==> config.mk <==
export PLATFORM = sky130hd
export DESIGN_NAME = pt_walker
export DESIGN_NICKNAME = d
export VERILOG_FILES = /design/src/rtl/pt_walker_pkg.sv /design/src/rtl/pt_entry_addr.sv /design/src/rtl/pt_entry_decode.sv /design/src/rtl/pt_walker.sv
export SDC_FILE = /design/constraint.sdc
export NUM_CORES = 1
export LEC_CHECK = 0
export ABC_AREA = 1
export CAP_MARGIN = 5
export CORE_MARGIN = 2
export CORE_UTILIZATION = 65
export DETAILED_ROUTE_END_ITERATION = 12
export DONT_BUFFER_PORTS = 1
export HOLD_SLACK_MARGIN = 0.05
export PLACE_DENSITY = 0.81
export SLEW_MARGIN = 5
export SYNTH_ARGS = -nofsm -noshare
export SYNTH_HDL_FRONTEND = slang
export SYNTH_SLANG_ARGS = --single-unit
==> constraint.sdc <==
create_clock -name clk -period 3.7 [get_ports clk]
set_input_delay 0.185 -clock clk [delete_from_list [all_inputs] [get_ports clk]]
set_output_delay 0.185 -clock clk [all_outputs]
set_load 0.005 [all_outputs]
==> src/rtl/pt_walker_pkg.sv <==
package pt_walker_pkg;

    typedef enum logic [2:0] {
        S_IDLE,
        S_DIR_REQ,
        S_DIR_WAIT,
        S_PTE_REQ,
        S_PTE_WAIT,
        S_DIRTY_WR,
        S_DONE
    } walk_st_e;

    typedef enum logic [1:0] {
        FLT_NONE      = 2'd0,
        FLT_DIR_MISS  = 2'd1,
        FLT_PAGE_MISS = 2'd2,
        FLT_PROT      = 2'd3
    } fault_e;

    localparam int PRESENT_BIT   = 0;
    localparam int WRITABLE_BIT  = 1;
    localparam int DIRTY_BIT     = 2;
    localparam int STATUS_LO     = 3;
    localparam int STATUS_HI     = 4;
    localparam logic [1:0] STATUS_UNUSED = 2'b00;

endpackage

==> src/rtl/pt_entry_addr.sv <==
module pt_entry_addr #(
    parameter int FRAME_W    = 20,
    parameter int OFF_W      = 12,
    parameter int IDX_W      = 10,
    parameter int ENT_LOG2   = 2
) (
    input  logic [FRAME_W-1:0]       base_frame_i,
    input  logic [IDX_W-1:0]         idx_i,
    output logic [FRAME_W+OFF_W-1:0] addr_o
);
    localparam int PA_W = FRAME_W + OFF_W;

    logic [PA_W-1:0] base_addr;
    logic [PA_W-1:0] idx_off;

    always_comb begin
        base_addr = {base_frame_i, {OFF_W{1'b0}}};
        idx_off   = PA_W'({idx_i, {ENT_LOG2{1'b0}}});
        addr_o    = base_addr + idx_off;
    end
endmodule

==> src/rtl/pt_entry_decode.sv <==
module pt_entry_decode
    import pt_walker_pkg::*;
#(
    parameter int ENTRY_W = 32
) (
    input  logic [ENTRY_W-1:0] entry_i,
    input  logic               leaf_i,
    input  logic               write_i,
    output fault_e             fault_o,
    output logic               need_dirty_o
);
    logic [1:0] status;
    logic       present;
    logic       writable;
    logic       dirty;

    always_comb begin
        status       = entry_i[STATUS_HI:STATUS_LO];
        present      = entry_i[PRESENT_BIT];
        writable     = entry_i[WRITABLE_BIT];
        dirty        = entry_i[DIRTY_BIT];
        fault_o      = FLT_NONE;
        need_dirty_o = 1'b0;
        if (status == STATUS_UNUSED) begin
            fault_o = FLT_PROT;
        end else if (!present) begin
            fault_o = leaf_i ? FLT_PAGE_MISS : FLT_DIR_MISS;
        end else if (leaf_i && write_i && !writable) begin
            fault_o = FLT_PROT;
        end else begin
            need_dirty_o = leaf_i && write_i && !dirty;
        end
    end
endmodule

==> src/rtl/pt_walker.sv <==
module pt_walker
    import pt_walker_pkg::*;
#(
    parameter int VA_W      = 32,
    parameter int DIR_IDX_W = 10,
    parameter int TBL_IDX_W = 10,
    parameter int ENT_LOG2  = 2
) (
    input  logic                       clk,
    input  logic                       rst_n,
    input  logic                       start_i,
    input  logic [VA_W-1:0]            vaddr_i,
    input  logic                       is_write_i,
    input  logic [VA_W-DIR_IDX_W-TBL_IDX_W+DIR_IDX_W+TBL_IDX_W-(VA_W-DIR_IDX_W-TBL_IDX_W)-1:0] dir_base_i,
    output logic                       mem_req_o,
    output logic                       mem_we_o,
    output logic [VA_W-1:0]            mem_addr_o,
    output logic [VA_W-1:0]            mem_wdata_o,
    input  logic                       mem_gnt_i,
    input  logic                       mem_rvalid_i,
    input  logic [VA_W-1:0]            mem_rdata_i,
    output logic                       busy_o,
    output logic                       done_o,
    output logic [1:0]                 fault_o,
    output logic [DIR_IDX_W+TBL_IDX_W-1:0] frame_o,
    output logic                       writable_o,
    output logic                       dirty_o
);
    localparam int OFF_W   = VA_W - DIR_IDX_W - TBL_IDX_W;
    localparam int FRAME_W = DIR_IDX_W + TBL_IDX_W;
    localparam int ENTRY_W = VA_W;
    localparam int PA_W    = FRAME_W + OFF_W;

    typedef struct packed {
        walk_st_e               st;
        logic                   wr;
        logic [TBL_IDX_W-1:0]   tbl_idx;
        logic [PA_W-1:0]        addr;
        logic [ENTRY_W-1:0]     entry;
        fault_e                 fault;
        logic [FRAME_W-1:0]     frame;
        logic                   writable;
        logic                   dirty;
    } walk_t;

    walk_t walk_d, walk_q;

    logic [PA_W-1:0] dir_addr;
    logic [PA_W-1:0] pte_addr;
    fault_e          dec_fault;
    logic            dec_need_dirty;
    logic            at_leaf;

    pt_entry_addr #(
        .FRAME_W (FRAME_W),
        .OFF_W   (OFF_W),
        .IDX_W   (DIR_IDX_W),
        .ENT_LOG2(ENT_LOG2)
    ) u_dir_addr (
        .base_frame_i(dir_base_i),
        .idx_i       (vaddr_i[VA_W-1 -: DIR_IDX_W]),
        .addr_o      (dir_addr)
    );

    pt_entry_addr #(
        .FRAME_W (FRAME_W),
        .OFF_W   (OFF_W),
        .IDX_W   (TBL_IDX_W),
        .ENT_LOG2(ENT_LOG2)
    ) u_pte_addr (
        .base_frame_i(mem_rdata_i[ENTRY_W-1 -: FRAME_W]),
        .idx_i       (walk_q.tbl_idx),
        .addr_o      (pte_addr)
    );

    assign at_leaf = (walk_q.st == S_PTE_WAIT);

    pt_entry_decode #(
        .ENTRY_W(ENTRY_W)
    ) u_decode (
        .entry_i     (mem_rdata_i),
        .leaf_i      (at_leaf),
        .write_i     (walk_q.wr),
        .fault_o     (dec_fault),
        .need_dirty_o(dec_need_dirty)
    );

    always_comb begin
        walk_d = walk_q;
        unique case (walk_q.st)
            S_IDLE: begin
                if (start_i) begin
                    walk_d.st       = S_DIR_REQ;
                    walk_d.wr       = is_write_i;
                    walk_d.tbl_idx  = vaddr_i[OFF_W +: TBL_IDX_W];
                    walk_d.addr     = dir_addr;
                    walk_d.fault    = FLT_NONE;
                    walk_d.frame    = '0;
                    walk_d.writable = 1'b0;
                    walk_d.dirty    = 1'b0;
                end
            end
            S_DIR_REQ: begin
                if (mem_gnt_i) walk_d.st = S_DIR_WAIT;
            end
            S_DIR_WAIT: begin
                if (mem_rvalid_i) begin
                    if (dec_fault != FLT_NONE) begin
                        walk_d.fault = dec_fault;
                        walk_d.st    = S_DONE;
                    end else begin
                        walk_d.addr  = pte_addr;
                        walk_d.st    = S_PTE_REQ;
                    end
                end
            end
            S_PTE_REQ: begin
                if (mem_gnt_i) walk_d.st = S_PTE_WAIT;
            end
            S_PTE_WAIT: begin
                if (mem_rvalid_i) begin
                    if (dec_fault != FLT_NONE) begin
                        walk_d.fault = dec_fault;
                        walk_d.st    = S_DONE;
                    end else begin
                        walk_d.entry    = mem_rdata_i;
                        walk_d.frame    = mem_rdata_i[ENTRY_W-1 -: FRAME_W];
                        walk_d.writable = mem_rdata_i[WRITABLE_BIT];
                        walk_d.dirty    = mem_rdata_i[DIRTY_BIT] | dec_need_dirty;
                        if (dec_need_dirty) begin
                            walk_d.entry[DIRTY_BIT] = 1'b1;
                            walk_d.st = S_DIRTY_WR;
                        end else begin
                            walk_d.st = S_DONE;
                        end
                    end
                end
            end
            S_DIRTY_WR: begin
                if (mem_gnt_i) walk_d.st = S_DONE;
            end
            S_DONE: begin
                walk_d.st = S_IDLE;
            end
            default: begin
                walk_d.st = S_IDLE;
            end
        endcase
    end

    always_ff @(posedge clk or negedge rst_n) begin
        if (!rst_n) walk_q <= '0;
        else        walk_q <= walk_d;
    end

    always_comb begin
        mem_req_o   = (walk_q.st == S_DIR_REQ) || (walk_q.st == S_PTE_REQ) ||
                      (walk_q.st == S_DIRTY_WR);
        mem_we_o    = (walk_q.st == S_DIRTY_WR);
        mem_addr_o  = walk_q.addr;
        mem_wdata_o = walk_q.entry;
        busy_o      = (walk_q.st != S_IDLE);
        done_o      = (walk_q.st == S_DONE);
        fault_o     = walk_q.fault;
        frame_o     = walk_q.frame;
        writable_o  = walk_q.writable;
        dirty_o     = walk_q.dirty;
    end


    req_hold_chk: assert property (@(posedge clk) disable iff (!rst_n)
        (mem_req_o && !mem_gnt_i) |=> (mem_req_o && $stable(mem_addr_o) && $stable(mem_we_o)));


    done_pulse_chk: assert property (@(posedge clk) disable iff (!rst_n)
        done_o |=> !done_o);


    start_idle_chk: assert property (@(posedge clk) disable iff (!rst_n)
        $rose(busy_o) |-> $past(start_i));


    dirty_wr_chk: assert property (@(posedge clk) disable iff (!rst_n)
        (mem_req_o && mem_we_o) |-> (mem_wdata_o[DIRTY_BIT] && mem_wdata_o[WRITABLE_BIT] &&
                                     mem_wdata_o[PRESENT_BIT]));


    fault_clear_chk: assert property (@(posedge clk) disable iff (!rst_n)
        (done_o && fault_o != FLT_NONE) |-> (frame_o == '0 && !writable_o && !dirty_o));
endmodule

==> impl_metrics.tcl, run 1 <==
set metrics [dict create \
    outcome "complete, no violations" \
    cts_buffers 9 \
    holdWs_ps 67.8 \
    postSynthCellCount 639 \
    worstReg2RegEnd "mem_addr_o[21]" \
    r2r_setup_slack_ps 1380 \
    fmax_mhz 431 \
    synth_cell_type_count 27 \
    yosysWarnings 0 \
    rsz0062_at_grt "false" \
    finalPower_mw 3.98 \
    clk_pin_slew_worst_paths_ps 90 \
    leakage_nw 2.78 \
    clkLatencyLatePin_ps 350 \
    relSlewSlack 0.215 \
    critPathCapture "mem_addr_o[21]" \
    post_cts_buffers 0 \
    htreeDepth 3 \
    cts-root-buf "clkbuf_8" \
    dr.pass1.iters 4 \
    die_w_um 93.6 \
    max-cap-violations 0 \
    finalCritPeriodShare 0.627 \
    yosysTopAreaCell "dfrtp_1" \
    globalRouteTotalUtil 0.277 \
    grt_first_pass_wirelength_um 19000 \
    io_pins 182 \
    antenna_found_initial 0 \
    fill_cells 623 \
    required_ps 3930 \
    cts_resized 0 \
    start_kind "flop" \
    dp_hpwl_um 7540 \
    worstMarginPinSlew_ps 1170 \
    coreArea_sq_um 7770 \
    clockBufferDepth 2 \
    ant_nets 0 \
    yosysTopAreaCellShare 0.479 \
    drive_gt1_frac 0.0685 \
    avgRoutedWirePerCell_um 17.1 \
    hold_violations 0 \
    ys_ff_latch 100 \
    drc 0 \
    r2r_start "walk_q[101]" \
    dieArea_sq_um 8770 \
    vias_per_cell 5.55 \
    clock_sinks 100 \
    gp_congestion 0.939 \
    ys_top_cells_by_area "dfrtp_1 (48%), nand2_1 (19%), buf_4 (12%), nand3_1 (6.5%), buf_6 (3.0%)" \
    period_minus_slack_ps 2320 \
    stdcell_area_sq_um 5120 \
    placed_area_sq_um 4500 \
    cts_hold_buf 43 \
    diodes 0 \
    rows 32 \
    die_y_um 93.6 \
    port_buffers 0 \
    skew_ps 8.44 \
    slew_viol_final 0 \
    end_kind "flop" \
    crit_path_max_fanout 31 \
    ys_seq_area_frac 0.479 \
    cts_tree "built" \
    path_class "flop to flop" \
    cp.arrival_ps 2550 \
    crit_start "walk_q[101]" \
    grt_overflow_total 0 \
    syn_avg_cell_area_sq_um 8.17 \
    area_growth_pct -1.87 \
    grt_pass1_vias 4001 \
    rr_worst_depth 8 \
    start_util 0.672 \
    finalNetCount 671 \
    power_density_nw_per_um2 777 \
    vias 3805 \
    drt-initial-drc-count 141 \
    min_path_type "input port to flop" \
    wirelength_um 11800 \
    vdd_drop_max_v 0.000669 \
    grt_max_degree 101 \
    final.setup.tns_ps 0 \
    netlist_area_sq_um 5220 \
    setup_viol 0 \
]
[logic make-up (layout without fill, tap and decap cells)]
group | count (synthesis) | count (layout) | share of synthesized area
AND/OR/NAND/NOR | 362 | 362 | 0.293
buffers and inverters | 143 | 87 | 0.188
flip-flops | 100 | 100 | 0.479
AO/OA/AOI/OAI | 33 | 33 | 0.0391
other | 1 | 2 | 0.000718
[cell usage after synthesis, drive strengths merged]
cell type / count
or2: 2
nand3: 69
dfrtp: 100
nand4: 2
nor2: 13
buf: 110
conb: 1
nand3b: 1
nor3: 1
o2111ai: 1
o21ai: 29
inv: 28
a21oi: 2
clkbuf: 5
nand2: 274
a21boi: 1
[layout by cell type (no fill, tap or decap)]
cell / netlist / routed
nand2_2: 6 / 6
o2111ai_4: 1 / 1
o21ai_2: 1 / 1
conb_1: 1 / 2
nor2_4: 2 / 2
clkinvlp_4: 0 / 3
nand3_1: 68 / 68
buf_4: 86 / 2
nor3_1: 1 / 1
buf_16: 0 / 1
nand3b_1: 1 / 1
a21boi_4: 1 / 1
nor2_8: 1 / 1
or2_2: 2 / 2
nand2_1: 266 / 266
inv_2: 4 / 4
nor2_1: 8 / 8
inv_1: 23 / 23
nand3_2: 1 / 1
nor2_2: 2 / 2
clkbuf_8: 0 / 9
dlygate4sd3_1: 0 / 42
inv_4: 1 / 1
nand4_1: 2 / 2
a21oi_1: 2 / 2
nand2_4: 2 / 2
clkbuf_1: 5 / 1
dfrtp_1: 100 / 100
o21ai_0: 28 / 28
bufinv_16: 0 / 1
[power breakdown]
part | internal, mW | switching [mW]
Clock | 0.306 | 0.355
Sequential | 1.55 | 0.377
Combinational | 0.422 | 0.970
Total | 2.28 | 1.70
[worst min-delay path by stage]
stage / from / end / slack, ps / depth (start not counted)
after detailed placement: rst_n / mem_wdata_o[28] / -110 / 0
after global placement: rst_n / frame_o[13] / -110 / 0
after CTS: mem_rdata_i[17] / mem_addr_o[17] / 50 / 4
final: mem_rdata_i[13] / mem_addr_o[13] / 70 / 4
after global routing: mem_rdata_i[13] / mem_addr_o[13] / 60 / 4
after floorplan: rst_n / dirty_o / -110 / 0
[worst max-delay path, stage by stage (launching register included)]
cell	delay (ps)
dfrtp_1	490
nor2_4	190
nand2_1	100
inv_2	360
nand3_2	190
nand2_4	330
nand2_4	310
nand2_1	170
nand2_1	60
[final cells by class]
class                           count  area (sq um)  area share
Clock inverter                      4          52.6      0.0103
Multi-Input combinational cell    397          1740       0.340
Timing Repair Buffer               45           463      0.0904
Tap cell                          102           128      0.0249
Clock buffer                       10           128      0.0249
Sequential cell                   100          2500       0.488
Inverter                           28           108      0.0210
[metal layers]
| layer | share of wire | GRT usage | wire [um] | vias up |
|---|---|---|---|---|
| met5 | 0 | 0 | 0 | - |
| met4 | 0.020 | 0.0918 | 239 | 0 |
| met3 | 0.087 | 0.0846 | 1030 | 24 |
| met2 | 0.50 | 0.475 | 5820 | 169 |
| met1 | 0.40 | 0.334 | 4670 | 1826 |
| li1 | - | - | - | 1786 |
[sequential cells by signal (all words and copies together) (netlist names)]
signal and cells:
mem_addr_o 30, fault_o 2, writable_o 1, walk_q 14
frame_o 20, mem_wdata_o 32, dirty_o 1
[stage by stage]
stage,std cells,util,setup WS (ps)
after global placement,629,0.579,1510
after CTS,686,0.660,1420
after floorplan,640,-,2200
final,686,0.660,1380
after global routing,686,0.660,1230
after detailed placement,629,0.579,1440
(Power assumes the default switching activity.)
==> run 2, diff against run 1 <==
Settings changed: CORE_UTILIZATION 65 to 57, PLACE_DENSITY 0.81 to 0.75.
Clock period 3.7 ns to 2.1 ns, I/O delays scaled along.
==> impl_metrics.tcl, run 2 (same netlist as run 1, synthesis figures left out) <==
set metrics [dict create \
    worstReg2RegEnd "mem_addr_o[9]" \
    path_class "flop to flop" \
    start_util 0.593 \
    port_buffers 0 \
    outcome "finished with violations" \
    stdcell_count 756 \
    dieArea_sq_um 9940 \
    clk_pin_slew_worst_paths_ps 100 \
    diodes 0 \
    final_common_cell "nand2_1" \
    io_pins 182 \
    drt-initial-drc-count 188 \
    placed_cells 643 \
    die_y_um 99.7 \
    slew_viol_final 0 \
    globalRouteTotalUtil 0.261 \
    cts-root-buf "clkbuf_8" \
    drc 0 \
    r2r_setup_slack_ps 110 \
    min_path_type "input port to async pin" \
    final_cell_mix "nand2_1 (266), dfrtp_1 (98), dlygate4sd3_1 (96), nand3_1 (68), o21ai_0 (28)" \
    dp_slack_ps 174 \
    rr_worst_depth 8 \
    hold_violations 100 \
    holdWs_ps -578 \
    grt_overflow_total 0 \
    rows 34 \
    skew_ps 15.9 \
    grt_pass1_vias 4186 \
    finalCritPeriodShare 0.949 \
    rsz0062_at_grt "false" \
    vias_per_cell 5.41 \
    ant_nets 0 \
    gp_congestion 0.890 \
    fmax_mhz 502 \
    cts_tree "built" \
    cts_buffers 9 \
    max-cap-violations 0 \
    dr.pass1.iters 4 \
    period_minus_slack_ps 1990 \
    drive_gt1_frac 0.0787 \
    end_kind "flop" \
    area_growth_pct 10.7 \
    power_density_nw_per_um2 1310 \
    cts_hold_buf 96 \
    htreeDepth 3 \
    finalNetCount 733 \
    clockBufferDepth 2 \
    wirelength_um 12900 \
    clkLatencyLatePin_ps 360 \
    clock_sinks 100 \
    setup_viol 0 \
    required_ps 2360 \
    dp_hpwl_um 7650 \
    die_w_um 99.7 \
    largest_register_ffs 32 \
    grt_first_pass_wirelength_um 20300 \
    layout_setup_ws_ps 106 \
    vias 4089 \
    cp.arrival_ps 2250 \
    r2r_start "walk_q[99]" \
    avgRoutedWirePerCell_um 17.1 \
    violations "hold timing" \
    final.setup.tns_ps 0 \
    crit_path_max_fanout 28 \
    coreArea_sq_um 8810 \
    antenna_found_initial 0 \
    start_kind "flop" \
    leakage_nw 3.02 \
    vdd_drop_max_v 0.000711 \
    grt_max_degree 101 \
]
==> run 2: cell types whose count changed in the layout (fill, tap and decap cells not counted), sizes merged <==
| cell | before | now |
|---|---|---|
| buf | 3 | 11 |
| bufinv | 1 | 2 |
| clkbuf | 10 | 11 |
| clkinv | 0 | 1 |
| clkinvlp | 3 | 1 |
| dlygate4sd3 | 42 | 96 |
| inv | 28 | 29 |
==> run 2: layout make-up <==
cell class              instances  area [sq um]
flip-flops and latches        100          2500
multi-input cells             397          1750
fillers                       723          3030
clock buffers                  11           131
clock inverters                 5          85.1
well taps                     108           135
inverters                      28           108
repair buffers                107          1060
==> run 2: routing by layer <==
layer	track usage	up-vias	share of wire
met5	0	-	0
met4	0.133	0	0.033
met3	0.0625	42	0.080
met2	0.454	184	0.50
met1	0.301	1949	0.38
li1	-	1914	-
==> run 2: how the worst max path moves through the flow <==
stage	start	to	slack, ps
2_1_floorplan	walk_q[100]	mem_addr_o[10]	600
3_3_place_gp	walk_q[99]	mem_addr_o[4]	220
3_5_place_dp	walk_q[99]	mem_addr_o[28]	170
4_1_cts	walk_q[101]	walk_q[98]	50
5_1_grt	walk_q[99]	mem_addr_o[9]	8
6_report	walk_q[99]	mem_addr_o[9]	110
==> run 2: worst max-delay path, stage by stage, from the launching register on <==
cell and delay, ps:
dfrtp_2 480, nor2_4 150, nand2_1 130, buf_6 210, nand3_1 100, dlygate4sd3_1 590, o21ai_0 100, nand3_1 90
nand2_1 50
==> run 2: through the flow <==
step	instance area (sq um)	hold WS [ps]	total power [mW]	util
finish	5780	-578	7.54	0.656
global route	5780	-602	8.09	0.656
CTS	5750	-595	7.46	0.653
detailed placement	4580	-188	5.88	0.520
global placement	4580	-188	5.76	0.520
floorplan	5230	-191	6.19	-
==> run 2: timing repair <==
action,4_1_cts,5_1_grt
endpoints found under the hold margin,191,100
endpoints found under the setup margin,0,14
buffers inserted,0,1
resized for setup,0,5
==> run 2: power breakdown <==
group / leakage, nW / total (mW) / switching [mW] / internal [mW]
Clock: 0.104 / 1.35 / 0.667 / 0.680
Sequential: 1.29 / 3.40 / 0.666 / 2.73
Combinational: 1.63 / 2.80 / 1.78 / 1.02
Total: 3.02 / 7.54 / 3.11 / 4.43
==> run 3, diff against run 2 <==
--- a/constraint.sdc
+++ b/constraint.sdc
@@ -3,2 +3,2 @@
 set_output_delay 0.105 -clock clk [all_outputs]
-set_load 0.005 [all_outputs]
+set_load 0.01 [all_outputs]
==> impl_metrics.tcl, run 3 (same netlist as run 1, synthesis figures left out) <==
set metrics [dict create \
    diodes 0 \
    start_kind "flop" \
    grt_max_degree 101 \
    avgRoutedWirePerCell_um 17.0 \
    cts_tree "built" \
    area_growth_pct 10.4 \
    slew_viol_final 0 \
    grt_first_pass_wirelength_um 20400 \
    crit_path_max_fanout 28 \
    final.setup.tns_ps 0 \
    fill_cells 720 \
    grt-busiest-layer "met2" \
    r2r_start "walk_q[99]" \
    drc 0 \
    skew_ps 11.7 \
    dieArea_sq_um 9940 \
    clk_pin_slew_worst_paths_ps 110 \
    grt_overflow_total 0 \
    gr-usage-met1 0.303 \
    leakage_nw 3.02 \
    stdcell_area_sq_um 5770 \
    drive_gt1_frac 0.0832 \
    antenna_found_initial 0 \
    htreeDepth 3 \
    min_path_type "input port to async pin" \
    cts_buffers 9 \
    finalCritPeriodShare 0.966 \
    placed_area_sq_um 4580 \
    cp.arrival_ps 2290 \
    fmax_mhz 493 \
    critPathCapture "mem_addr_o[7]" \
    die_w_um 99.7 \
    port_buffers 0 \
    crit_start "walk_q[99]" \
    io_pins 182 \
    coreArea_sq_um 8810 \
    final_common_cell "nand2_1" \
    rows 34 \
    holdWs_ps -587 \
    wirelength_um 12900 \
    power_density_nw_per_um2 1330 \
    period_minus_slack_ps 2030 \
    worstReg2RegEnd "mem_addr_o[7]" \
    clock_sinks 100 \
    dp_hpwl_um 7620 \
    hold_violations 100 \
    drt-initial-drc-count 235 \
    finalNetCount 734 \
    gp_congestion 0.891 \
    ant_nets 0 \
    largest_register_ffs 32 \
    outcome "finished with violations" \
    end_kind "flop" \
    setup_viol 0 \
    globalRouteTotalUtil 0.262 \
    vias 4126 \
    path_class "flop to flop" \
    start_util 0.593 \
    met3_usage 0.0618 \
    clkLatencyLatePin_ps 370 \
    die_y_um 99.7 \
    register_area_sq_um 2500 \
    clockBufferDepth 2 \
    vdd_drop_max_v 0.000714 \
    grt_pass1_vias 4141 \
    required_ps 2360 \
    vias_per_cell 5.45 \
    r2r_setup_slack_ps 70 \
    rr_worst_depth 8 \
    rsz0062_at_grt "false" \
    cts-root-buf "clkbuf_8" \
    max-cap-violations 0 \
    dr.pass1.iters 6 \
    final_cell_mix "nand2_1 (265), dfrtp_1 (98), dlygate4sd3_1 (97), nand3_1 (68), o21ai_0 (28)" \
    cts_hold_buf 97 \
    multi_input_area_sq_um 1760 \
    grtUsageMet2 0.451 \
    violations "hold timing" \
]
==> run 3: cell count changes in the layout (fill, tap and decap cells not counted), sizes merged <==
cell,before,now
bufinv,2,0
inv,29,31
dlygate4sd3,96,97
==> run 3: critical path, stage by stage, from the launching register on <==
cell and delay [ps]:
dfrtp_2 480, nor2_4 160, nand2_2 110, buf_8 190, nand3_1 100, dlygate4sd3_1 570
o21ai_0 120, nand3_1 130, nand2_1 60
==> run 3: layout make-up <==
type / instances / area share
clock inverters: 5 / 0.00738
well taps: 108 / 0.0234
multi-input cells: 397 / 0.305
clock buffers: 11 / 0.0245
repair buffers: 108 / 0.187
inverters: 28 / 0.0187
flip-flops and latches: 100 / 0.434
==> run 3: power by group <==
part	switching, mW	internal [mW]	total [mW]
registers	0.922	2.73	3.65
logic	1.80	1.03	2.83
clock network	0.691	0.480	1.17
==> run 3: how the worst min path moves through the flow <==
| stage | start | to | slack, ps | cells past startpoint |
|---|---|---|---|---|
| 2_1_floorplan | rst_n | dirty_o | -190 | 0 |
| 5_1_grt | rst_n | mem_wdata_o[23] | -600 | 0 |
| 3_5_place_dp | rst_n | mem_wdata_o[23] | -190 | 0 |
| 4_1_cts | rst_n | walk_q[94] | -600 | 0 |
| 3_3_place_gp | rst_n | mem_wdata_o[24] | -190 | 0 |
| 6_report | rst_n | mem_wdata_o[24] | -590 | 0 |
==> run 3: routing by layer <==
metal  share of wire  routed length (um)
met5               0                   0
met4           0.033                 426
met3           0.082                1060
met2            0.51                6520
met1            0.38                4880
==> run 3: stage by stage <==
stage	std cells	utilization	power, mW	setup slack, ps
floorplan	640	-	6.47	600
global placement	643	0.520	6.02	214
detailed placement	643	0.520	6.15	178
CTS	756	0.651	7.56	34.9
global route	757	0.655	8.22	27.0
finish	757	0.655	7.66	70.8
==> run 3: timing repair <==
item / in CTS / in global routing
setup endpoints to repair: 0 / 19
buffers inserted: 0 / 1
gates resized for setup: 0 / 8
hold endpoints to repair: 192 / 100
